--- src/rtl/vlen_pkg.sv ---
package vlen_pkg;
   localparam int CR_LT = 3;
   localparam int CR_GT = 2;
   localparam int CR_EQ = 1;
   localparam int CR_SO = 0;
   localparam int CR_W  = 4;
endpackage

--- src/rtl/vlen_src_sel.sv ---
// Chooses where the requested vector length comes from.
module vlen_src_sel #(
   parameter int IMM_W     = 7,
   parameter int XLEN      = 64,
   parameter int REG_W     = 5,
   parameter bit RA_SOURCE = 1'b1
) (
   input  logic [REG_W-1:0] rt_idx,
   input  logic [REG_W-1:0] ra_idx,
   input  logic [IMM_W-1:0] imm,
   input  logic [XLEN-1:0]  ra_val,
   input  logic [XLEN-1:0]  ctr_val,
   output logic [XLEN-1:0]  req_len
);
   logic [XLEN-1:0] imm_len;
   logic            use_ctr;
   logic            use_ra;

   assign imm_len = XLEN'(imm) + XLEN'(1);
   assign use_ctr = (rt_idx == '0);

   generate
      if (RA_SOURCE) begin : g_ra_src
         assign use_ra = (ra_idx != '0);
      end else begin : g_no_ra_src
         logic unused_ra;
         assign unused_ra = ^{ra_idx, ra_val};
         assign use_ra    = 1'b0;
      end
   endgenerate

   always_comb begin
      if (use_ctr)     req_len = ctr_val;
      else if (use_ra) req_len = ra_val;
      else             req_len = imm_len;
   end
endmodule

--- src/rtl/vlen_clamp.sv ---
// Limits a wide request to the maximum length and flags the clamp.
module vlen_clamp #(
   parameter int XLEN  = 64,
   parameter int LEN_W = 8
) (
   input  logic [XLEN-1:0]  req_len,
   input  logic [LEN_W-1:0] limit,
   output logic [LEN_W-1:0] len_out,
   output logic             over
);
   assign over    = req_len > XLEN'(limit);
   assign len_out = over ? limit : req_len[LEN_W-1:0];
endmodule

--- src/rtl/vlen_cr_gen.sv ---
// Builds the condition field from the resulting length.
module vlen_cr_gen
   import vlen_pkg::*;
#(
   parameter int LEN_W = 8
) (
   input  logic [LEN_W-1:0] vl,
   input  logic             so,
   output logic [CR_W-1:0]  cr
);
   always_comb begin
      cr        = '0;
      cr[CR_LT] = 1'b0;
      cr[CR_GT] = (vl != '0);
      cr[CR_EQ] = (vl == '0);
      cr[CR_SO] = so;
   end
endmodule

--- src/rtl/vlen_ctl.sv ---
module vlen_ctl
   import vlen_pkg::*;
#(
   parameter int IMM_W     = 7,
   parameter int LEN_W     = 8,
   parameter int XLEN      = 64,
   parameter int REG_W     = 5,
   parameter bit RA_SOURCE = 1'b1
) (
   input  logic             clk,
   input  logic             rst_n,
   input  logic             op_valid,
   input  logic [IMM_W-1:0] imm,
   input  logic             set_vl,
   input  logic             set_mvl,
   input  logic             set_vert,
   input  logic [REG_W-1:0] rt_idx,
   input  logic [REG_W-1:0] ra_idx,
   input  logic             rec,
   input  logic [XLEN-1:0]  ra_val,
   input  logic [XLEN-1:0]  ctr_val,
   output logic             rt_we,
   output logic [XLEN-1:0]  rt_data,
   output logic             cr_we,
   output logic [CR_W-1:0]  cr_field,
   output logic [LEN_W-1:0] mvl_q,
   output logic [LEN_W-1:0] vl_q,
   output logic             vert_q
);
   localparam int MAX_LEN = 1 << IMM_W;

   generate
      if (LEN_W < IMM_W + 1) begin : g_bad_len
         $error("LEN_W too narrow for biased immediate");
      end
      if (XLEN < LEN_W) begin : g_bad_xlen
         $error("XLEN narrower than LEN_W");
      end
      if (MAX_LEN > (1 << LEN_W) - 1) begin : g_bad_max
         $error("LEN_W cannot hold maximum length");
      end
   endgenerate

   logic [XLEN-1:0]  req_len;
   logic [LEN_W-1:0] imm_len;
   logic [LEN_W-1:0] mvl_next;
   logic [LEN_W-1:0] clamp_len;
   logic             clamp_over;
   logic [LEN_W-1:0] vl_next;
   logic             clamp_hit;
   logic             so_q;
   logic             touch;

   vlen_src_sel #(
      .IMM_W(IMM_W), .XLEN(XLEN), .REG_W(REG_W), .RA_SOURCE(RA_SOURCE)
   ) u_src (
      .rt_idx (rt_idx),
      .ra_idx (ra_idx),
      .imm    (imm),
      .ra_val (ra_val),
      .ctr_val(ctr_val),
      .req_len(req_len)
   );

   assign imm_len  = LEN_W'(imm) + LEN_W'(1);
   assign mvl_next = set_mvl ? imm_len : mvl_q;

   vlen_clamp #(.XLEN(XLEN), .LEN_W(LEN_W)) u_clamp (
      .req_len(req_len),
      .limit  (mvl_next),
      .len_out(clamp_len),
      .over   (clamp_over)
   );

   assign vl_next   = set_vl ? clamp_len : vl_q;
   assign clamp_hit = set_vl & clamp_over;
   assign touch     = set_vl | set_mvl;

   vlen_cr_gen #(.LEN_W(LEN_W)) u_cr (
      .vl(vl_next),
      .so(so_q | clamp_hit),
      .cr(cr_field)
   );

   assign rt_we   = op_valid & (rt_idx != '0);
   assign rt_data = XLEN'(vl_next);
   assign cr_we   = op_valid & rec;

   always_ff @(posedge clk) begin
      if (!rst_n) begin
         mvl_q  <= '0;
         vl_q   <= '0;
         vert_q <= 1'b0;
         so_q   <= 1'b0;
      end else if (op_valid) begin
         mvl_q <= mvl_next;
         vl_q  <= vl_next;
         if (touch)     vert_q <= set_vert;
         if (clamp_hit) so_q   <= 1'b1;
      end
   end

   AST_IMM_BIAS: assert property (@(posedge clk) disable iff (!rst_n)
      (op_valid && set_mvl) |=> (mvl_q == LEN_W'($past(imm)) + LEN_W'(1)));
   AST_VL_WITHIN_MVL: assert property (@(posedge clk) disable iff (!rst_n)
      (op_valid && set_vl) |=> (vl_q <= mvl_q));
   AST_CR_ONE_OF: assert property (@(posedge clk) disable iff (!rst_n)
      cr_we |-> ($countones(cr_field[CR_GT:CR_EQ]) == 1 && !cr_field[CR_LT]));
   AST_GET_HOLDS: assert property (@(posedge clk) disable iff (!rst_n)
      (op_valid && !set_vl && !set_mvl && !set_vert)
         |=> ($stable(vl_q) && $stable(mvl_q) && $stable(vert_q)));
   AST_VERT_KEEP: assert property (@(posedge clk) disable iff (!rst_n)
      (op_valid && !set_vl && !set_mvl) |=> $stable(vert_q));
   AST_SO_STICKY: assert property (@(posedge clk) disable iff (!rst_n)
      (op_valid && rec && cr_field[CR_SO]) |=> (!op_valid || !rec || cr_field[CR_SO]));
endmodule

--- config.mk ---
export PLATFORM = sky130hd
export DESIGN_NAME = vlen_ctl
export DESIGN_NICKNAME = d
export VERILOG_FILES = /design/src/rtl/vlen_pkg.sv /design/src/rtl/vlen_src_sel.sv /design/src/rtl/vlen_clamp.sv /design/src/rtl/vlen_cr_gen.sv /design/src/rtl/vlen_ctl.sv
export SDC_FILE = /design/constraint.sdc
export NUM_CORES = 1
export LEC_CHECK = 0
export CAP_MARGIN = 40
export CELL_PAD_IN_SITES_DETAIL_PLACEMENT = 1
export CELL_PAD_IN_SITES_GLOBAL_PLACEMENT = 1
export CORE_AREA = 2 2 117 119
export CTS_CLUSTER_SIZE = 25
export DETAILED_ROUTE_END_ITERATION = 6
export DIE_AREA = 0 0 119 121
export PLACE_DENSITY = 0.85
export SLEW_MARGIN = 30
export SYNTH_ARGS = -nofsm -noshare
export SYNTH_HDL_FRONTEND = slang
export SYNTH_SLANG_ARGS = --single-unit
--- constraint.sdc ---
create_clock -name clk -period 9.02 [get_ports clk]
set_clock_uncertainty 0.2 [all_clocks]
set_input_delay 2.255 -clock clk [delete_from_list [all_inputs] [get_ports clk]]
set_output_delay 2.255 -clock clk [all_outputs]
set_load 0.02 [all_outputs]
======== Word level (Yosys, flattened, before mapping) ========
Cells that the tools add are included.
word-level totals
  flip-flop bits (word level) ............. 18
  bits in latches ......................... 0
  bits in writable memories ............... 0
  ROM bits ................................ 0
  input port bits ......................... 152
  memories ................................ 0
cells by class
  add/sub/neg operators ................... 2
  multiply operators ...................... 0
  div/mod/pow operators ................... 0
  $lt $le $gt $ge ......................... 1
  equal/unequal tests ..................... 0
  shift-type cells ........................ 0
  multiplexer cells ....................... 5
  bitwise gates (word level) .............. 5
  reductions and logical operators ........ 7
operators with widths
  kind                 count
  $mux 64              2
  $gt 64x8->1          1
  $mux 8               3
  $add 7x1->8 const B  2
  $reduce_bool 5->1    2
  $logic_not 8->1      1
  $reduce_bool 8->1    1
  $logic_not 5->1      1
  $reduce_and 2->1     2
  $and 1x1->1          3
  $or 1x1->1           2

======== Longest topological paths before layout ========
  word-level depth ........................ 7
  gate-level depth with buffers ........... 16
  gate-level depth less buffers ........... 16

======== By module ========
Synthesis repeated with hierarchy kept, for this count alone.
unflattened totals
  cells, all modules ...................... 345
  area total of the unflattened synthesis .. 2780.2 um2
modules (own cells, without submodules)
  module        instances  cells an instance  area an instance (um2)
  vlen_ctl      1          164                1403.8
  vlen_src_sel  1          117                892.1
  vlen_clamp    1          57                 442.9
  vlen_cr_gen   1          7                  41.3

======== Least setup slack after synthesis ========
Ideal clock, no wire load.
  kind .................................... input-to-output
  from .................................... input rt_idx[0]
  to ...................................... output cr_field[1]
  data arrival time ....................... 5.814 ns
  required time ........................... 6.565 ns
  setup slack ............................. 0.751 ns
  stages .................................. 15
  path buffers ............................ 1
  cell sequence ........................... or4_4 -> nor2_8 -> buf_2 -> nor2_1 -> a22oi_1 -> inv_1 -> ha_1 -> and4_1 -> nand3_1 -> and2_1 -> a22oi_2 -> o21ai_4 -> a311oi_1 -> o2111ai_1 -> nor4_1
on the way
  cells in the longest elaborated chain, start to end .. 6
RTL lines
  what                 RTL line            text
  start: declaration   vlen_ctl.sv:17      input logic [REG_W-1:0] rt_idx,
  $logic_not 5->1 (*)  vlen_src_sel.sv:20  assign use_ctr = (rt_idx == '0);
  $mux 64 (*)          vlen_src_sel.sv:33  if (use_ctr) req_len = ctr_val;
  $gt 64x8->1          vlen_clamp.sv:11    assign over = req_len > XLEN'(limit);
  $mux 8 (*)           vlen_clamp.sv:12    assign len_out = over ? limit : req_len[LEN_W-1:0];
  $mux 8 (*)           vlen_ctl.sv:75      assign vl_next = set_vl ? clamp_len : vl_q;
  $logic_not 8->1 (*)  vlen_cr_gen.sv:15   cr[CR_EQ] = (vl == '0);
  end: declaration     vlen_ctl.sv:25      output logic [CR_W-1:0] cr_field,
Mark *: on every way between the ends. The rest lies on a longest branch, timed or not.

======== Final worst setup path ========
  from .................................... input ra_idx[1]
  to ...................................... output cr_field[2]
on the way
  cells in the longest elaborated chain, start to end .. 7
RTL lines
  what                   RTL line            text
  start: declaration     vlen_ctl.sv:18      input logic [REG_W-1:0] ra_idx,
  $reduce_bool 5->1 (*)  vlen_src_sel.sv:24  assign use_ra = (ra_idx != '0);
  $mux 64 (*)            vlen_src_sel.sv:34  else if (use_ra) req_len = ra_val;
  $mux 64 (*)            vlen_src_sel.sv:33
  $gt 64x8->1            vlen_clamp.sv:11
  $mux 8 (*)             vlen_clamp.sv:12
  $mux 8 (*)             vlen_ctl.sv:75
  $reduce_bool 8->1 (*)  vlen_cr_gen.sv:14   cr[CR_GT] = (vl != '0);
Marks and branches as above.

==> flow_metrics.tcl <==
set metrics [dict create \
    synth_warnings 0 \
    holdCritPathClass "reg -> reg" \
    syn-cell-area_um2 2300 \
    dp.final_hpwl_um 9540 \
    slew_violations 0 \
    gp_congestion 0.800 \
    cts-root-buf "clkbuf_16" \
    fp.dieArea_um2 14400 \
    initial_utilization_pct 17.6 \
    clkLatencyLatePin_ns 0.26 \
    startpoint_type "input port" \
    synthSimpleGateAreaFrac_pct 27.3 \
    antenna_found_initial 1 \
    vdd_ir_drop_max_mv 0.0566 \
    clockBufferDepth 2 \
    final_antenna_net_count 0 \
    drive_above_1_share_pct 9.76 \
    busiest_layer "met2" \
    cp.required_ns 6.57 \
    grt_pass1_vias 3131 \
    die_h_um 121 \
    use_met2_pct 29.3 \
    cp.arrival_ns 6.38 \
    ys_ff_latch 18 \
    grt_use_met1_pct 14.7 \
    num_rows 42 \
    drc 0 \
    worstPathMaxFanout 5 \
    grt_pass1_wl_um 16600 \
    syn_avg_cell_area_um2 7.62 \
    cts_made_buffers 3 \
    worst_slew_pin_slew_ns 0.647 \
    final.period_utilization_pct 98.0 \
    status "finished, final reports clean" \
    async_flop_share_pct 0 \
    grt_max_degree 27 \
    synth_compound_area_share_pct 20.1 \
    drt_pass1_iterations 4 \
    finalSetupViolCount 0 \
    ys_seq_area_share_pct 15.7 \
    yosysUniqueCellTypes 56 \
    drv_cap 0 \
    diodes 0 \
    htreeDepth 1 \
    power_mw 0.396 \
    synthAdderAreaFrac_pct 4.89 \
    synth_top_family_by_area "simple AND/OR/NAND/NOR gates" \
    cp_slowest_cell "or4_4" \
    wl_um 11100 \
    grt_use_total_pct 14.6 \
    grt-ovfl-total 0 \
    p_per_area_nw_per_um2 90.6 \
    synthFlopType "dfxtp_1" \
    worstSetupEndpointType "output port" \
    yosys.area_share.xor_xnor_pct 1.52 \
    drt_iter0_drc 90 \
    nNetsFinal 664 \
    rsz0062_at_grt "no" \
    clk_pin_slew_ns 0.06 \
    met3_usage_pct 4.04 \
    core_area_um2 13100 \
    fin_hold_ws_ns 0.294 \
    die_x_um 119 \
    port_buffers 181 \
    wl_per_cell_um 16.3 \
    muxShareOfSynthArea_pct 7.17 \
    io_pins 239 \
    clock-sinks 18 \
    p_leak_nw 1.80 \
    vias_per_cell 4.28 \
    final-hold-violation-count 0 \
    critPathKind "in -> out" \
    path_cells "clkdlybuf4s50_1 -> or4_4 -> nor2_4 -> clkdlybuf4s18_2 -> buf_4 -> nor2_1 -> nor2_1 -> a22oi_1 -> inv_1 -> ha_1 -> and4_1 -> nand3_1 -> and2_1 -> a22oi_2 -> buf_4 -> o2111a_1 -> a311oi_2 -> o2111ai_1 -> or4_1 -> clkdlybuf4s15_1" \
    area_growth_pct 89.9 \
    synth_edf_count 0 \
    synthesis.instances 302 \
    fmax_mhz 113 \
    maxSlewHeadroom_pct 56.7 \
    critPathMaxStageDelay_ns 0.57 \
    cts_tree "done" \
    via_count 2905 \
    min_period_ns 8.84 \
]
==> area by class of cell <==
| class | instances | area [um^2] |
|---|---|---|
| Clock buffer | 4 | 88.8 |
| Fill cell | 1572 | 8710 |
| Inverter | 16 | 60.1 |
| Multi-Input combinational cell | 258 | 1640 |
| Sequential cell | 18 | 360 |
| Tap cell | 176 | 220 |
| Timing Repair Buffer | 206 | 2000 |
==> sequential cells by signal (all words and copies together) (netlist names) <==
| name | count |
|---|---|
| mvl_q | 8 |
| vl_q | 8 |
| so_q | 1 |
| vert_q | 1 |
==> path summary, 6_finish.rpt <==
kind,from,to,slack (ns),cells after the start
min reg2reg,so_q,so_q,0.29,1
max,ra_idx[1],cr_field[2],0.18,20
min,so_q,so_q,0.29,1
max reg2reg,mvl_q[3],vl_q[1],5.94,13
==> worst max-delay path: cells and delay by family <==
| family | cells | cell delay [ns] |
|---|---|---|
| compound gates | 5 | 0.84 |
| fa+ha+maj | 1 | 0.24 |
| buf+inv | 6 | 1.35 |
| simple gates | 8 | 1.70 |
==> synth_stat cells (4+ instances only) <==
| master | number | share of area [%] |
|---|---|---|
| a211oi_1 | 9 | 2.9 |
| nor2b_1 | 6 | 1.6 |
| nor4_1 | 30 | 8.2 |
| and2_1 | 4 | 1.1 |
| nand3_1 | 5 | 1.1 |
| buf_4 | 58 | 19 |
| nand2_1 | 12 | 2.0 |
| o21ai_0 | 13 | 2.8 |
| a21oi_1 | 13 | 2.8 |
| dfxtp_1 | 18 | 16 |
| mux2i_1 | 15 | 6.5 |
| nand4_1 | 8 | 2.2 |
| inv_1 | 16 | 2.6 |
| nor2_1 | 27 | 4.4 |
| ha_1 | 9 | 4.9 |
==> what timing repair did <==
action,4_1_cts,5_1_grt
buffers inserted,2,1
hold buffers,0,0
endpoints found under the setup margin,1,7
pin swaps,1,3
resized for setup,4,5
==> kinds of logic after synthesis <==
group | after synthesis
compound gates | 63
buf+inv | 82
xor+xnor | 4
fa+ha+maj | 9
mux | 16
simple gates | 109
flops | 18
other cells | 1
==> cell usage in the layout, fill, tap and decap left out, types with 5 or more instances in the layout <==
| master | instances |
|---|---|
| conb_1 | 57 |
| clkdlybuf4s50_1 | 179 |
| dfxtp_1 | 18 |
| o21ai_0 | 11 |
| nand2_1 | 12 |
| inv_1 | 16 |
| nor2b_1 | 6 |
| nand4_1 | 8 |
| mux2i_1 | 14 |
| a211oi_1 | 9 |
| buf_4 | 23 |
| a21oi_1 | 12 |
| nand3_1 | 5 |
| nor4_1 | 30 |
| ha_1 | 9 |
| nor2_1 | 27 |
==> power breakdown <==
part           internal (mW)  leakage, nW  switching, mW
Combinational          0.107         1.60         0.0950
Sequential            0.0851        0.148        0.00413
Clock                 0.0678       0.0442         0.0366
==> through the flow <==
| step | area [um^2] | setup TNS, ns | cells | utilization (%) | worst slack (ns) |
|---|---|---|---|---|---|
| floorplan | 2510 | 0 | 358 | - | 0.751 |
| global placement | 4230 | 0 | 670 | 32.3 | 0.0428 |
| detailed placement | 4230 | -0.0753 | 670 | 32.3 | -0.0753 |
| CTS | 4340 | 0 | 676 | 33.2 | 0.0267 |
| global route | 4370 | 0 | 678 | 33.4 | 0.00724 |
| finish | 4370 | 0 | 678 | 33.4 | 0.182 |
==> per-layer routing <==
metal | wire, um | part of all wire, %
met1 | 3970 | 36
met3 | 884 | 8.0
met2 | 6020 | 54
met4 | 168 | 1.5
met5 | 13 | 0.12
No activity file was read; power rests on OpenSTA's default activity.
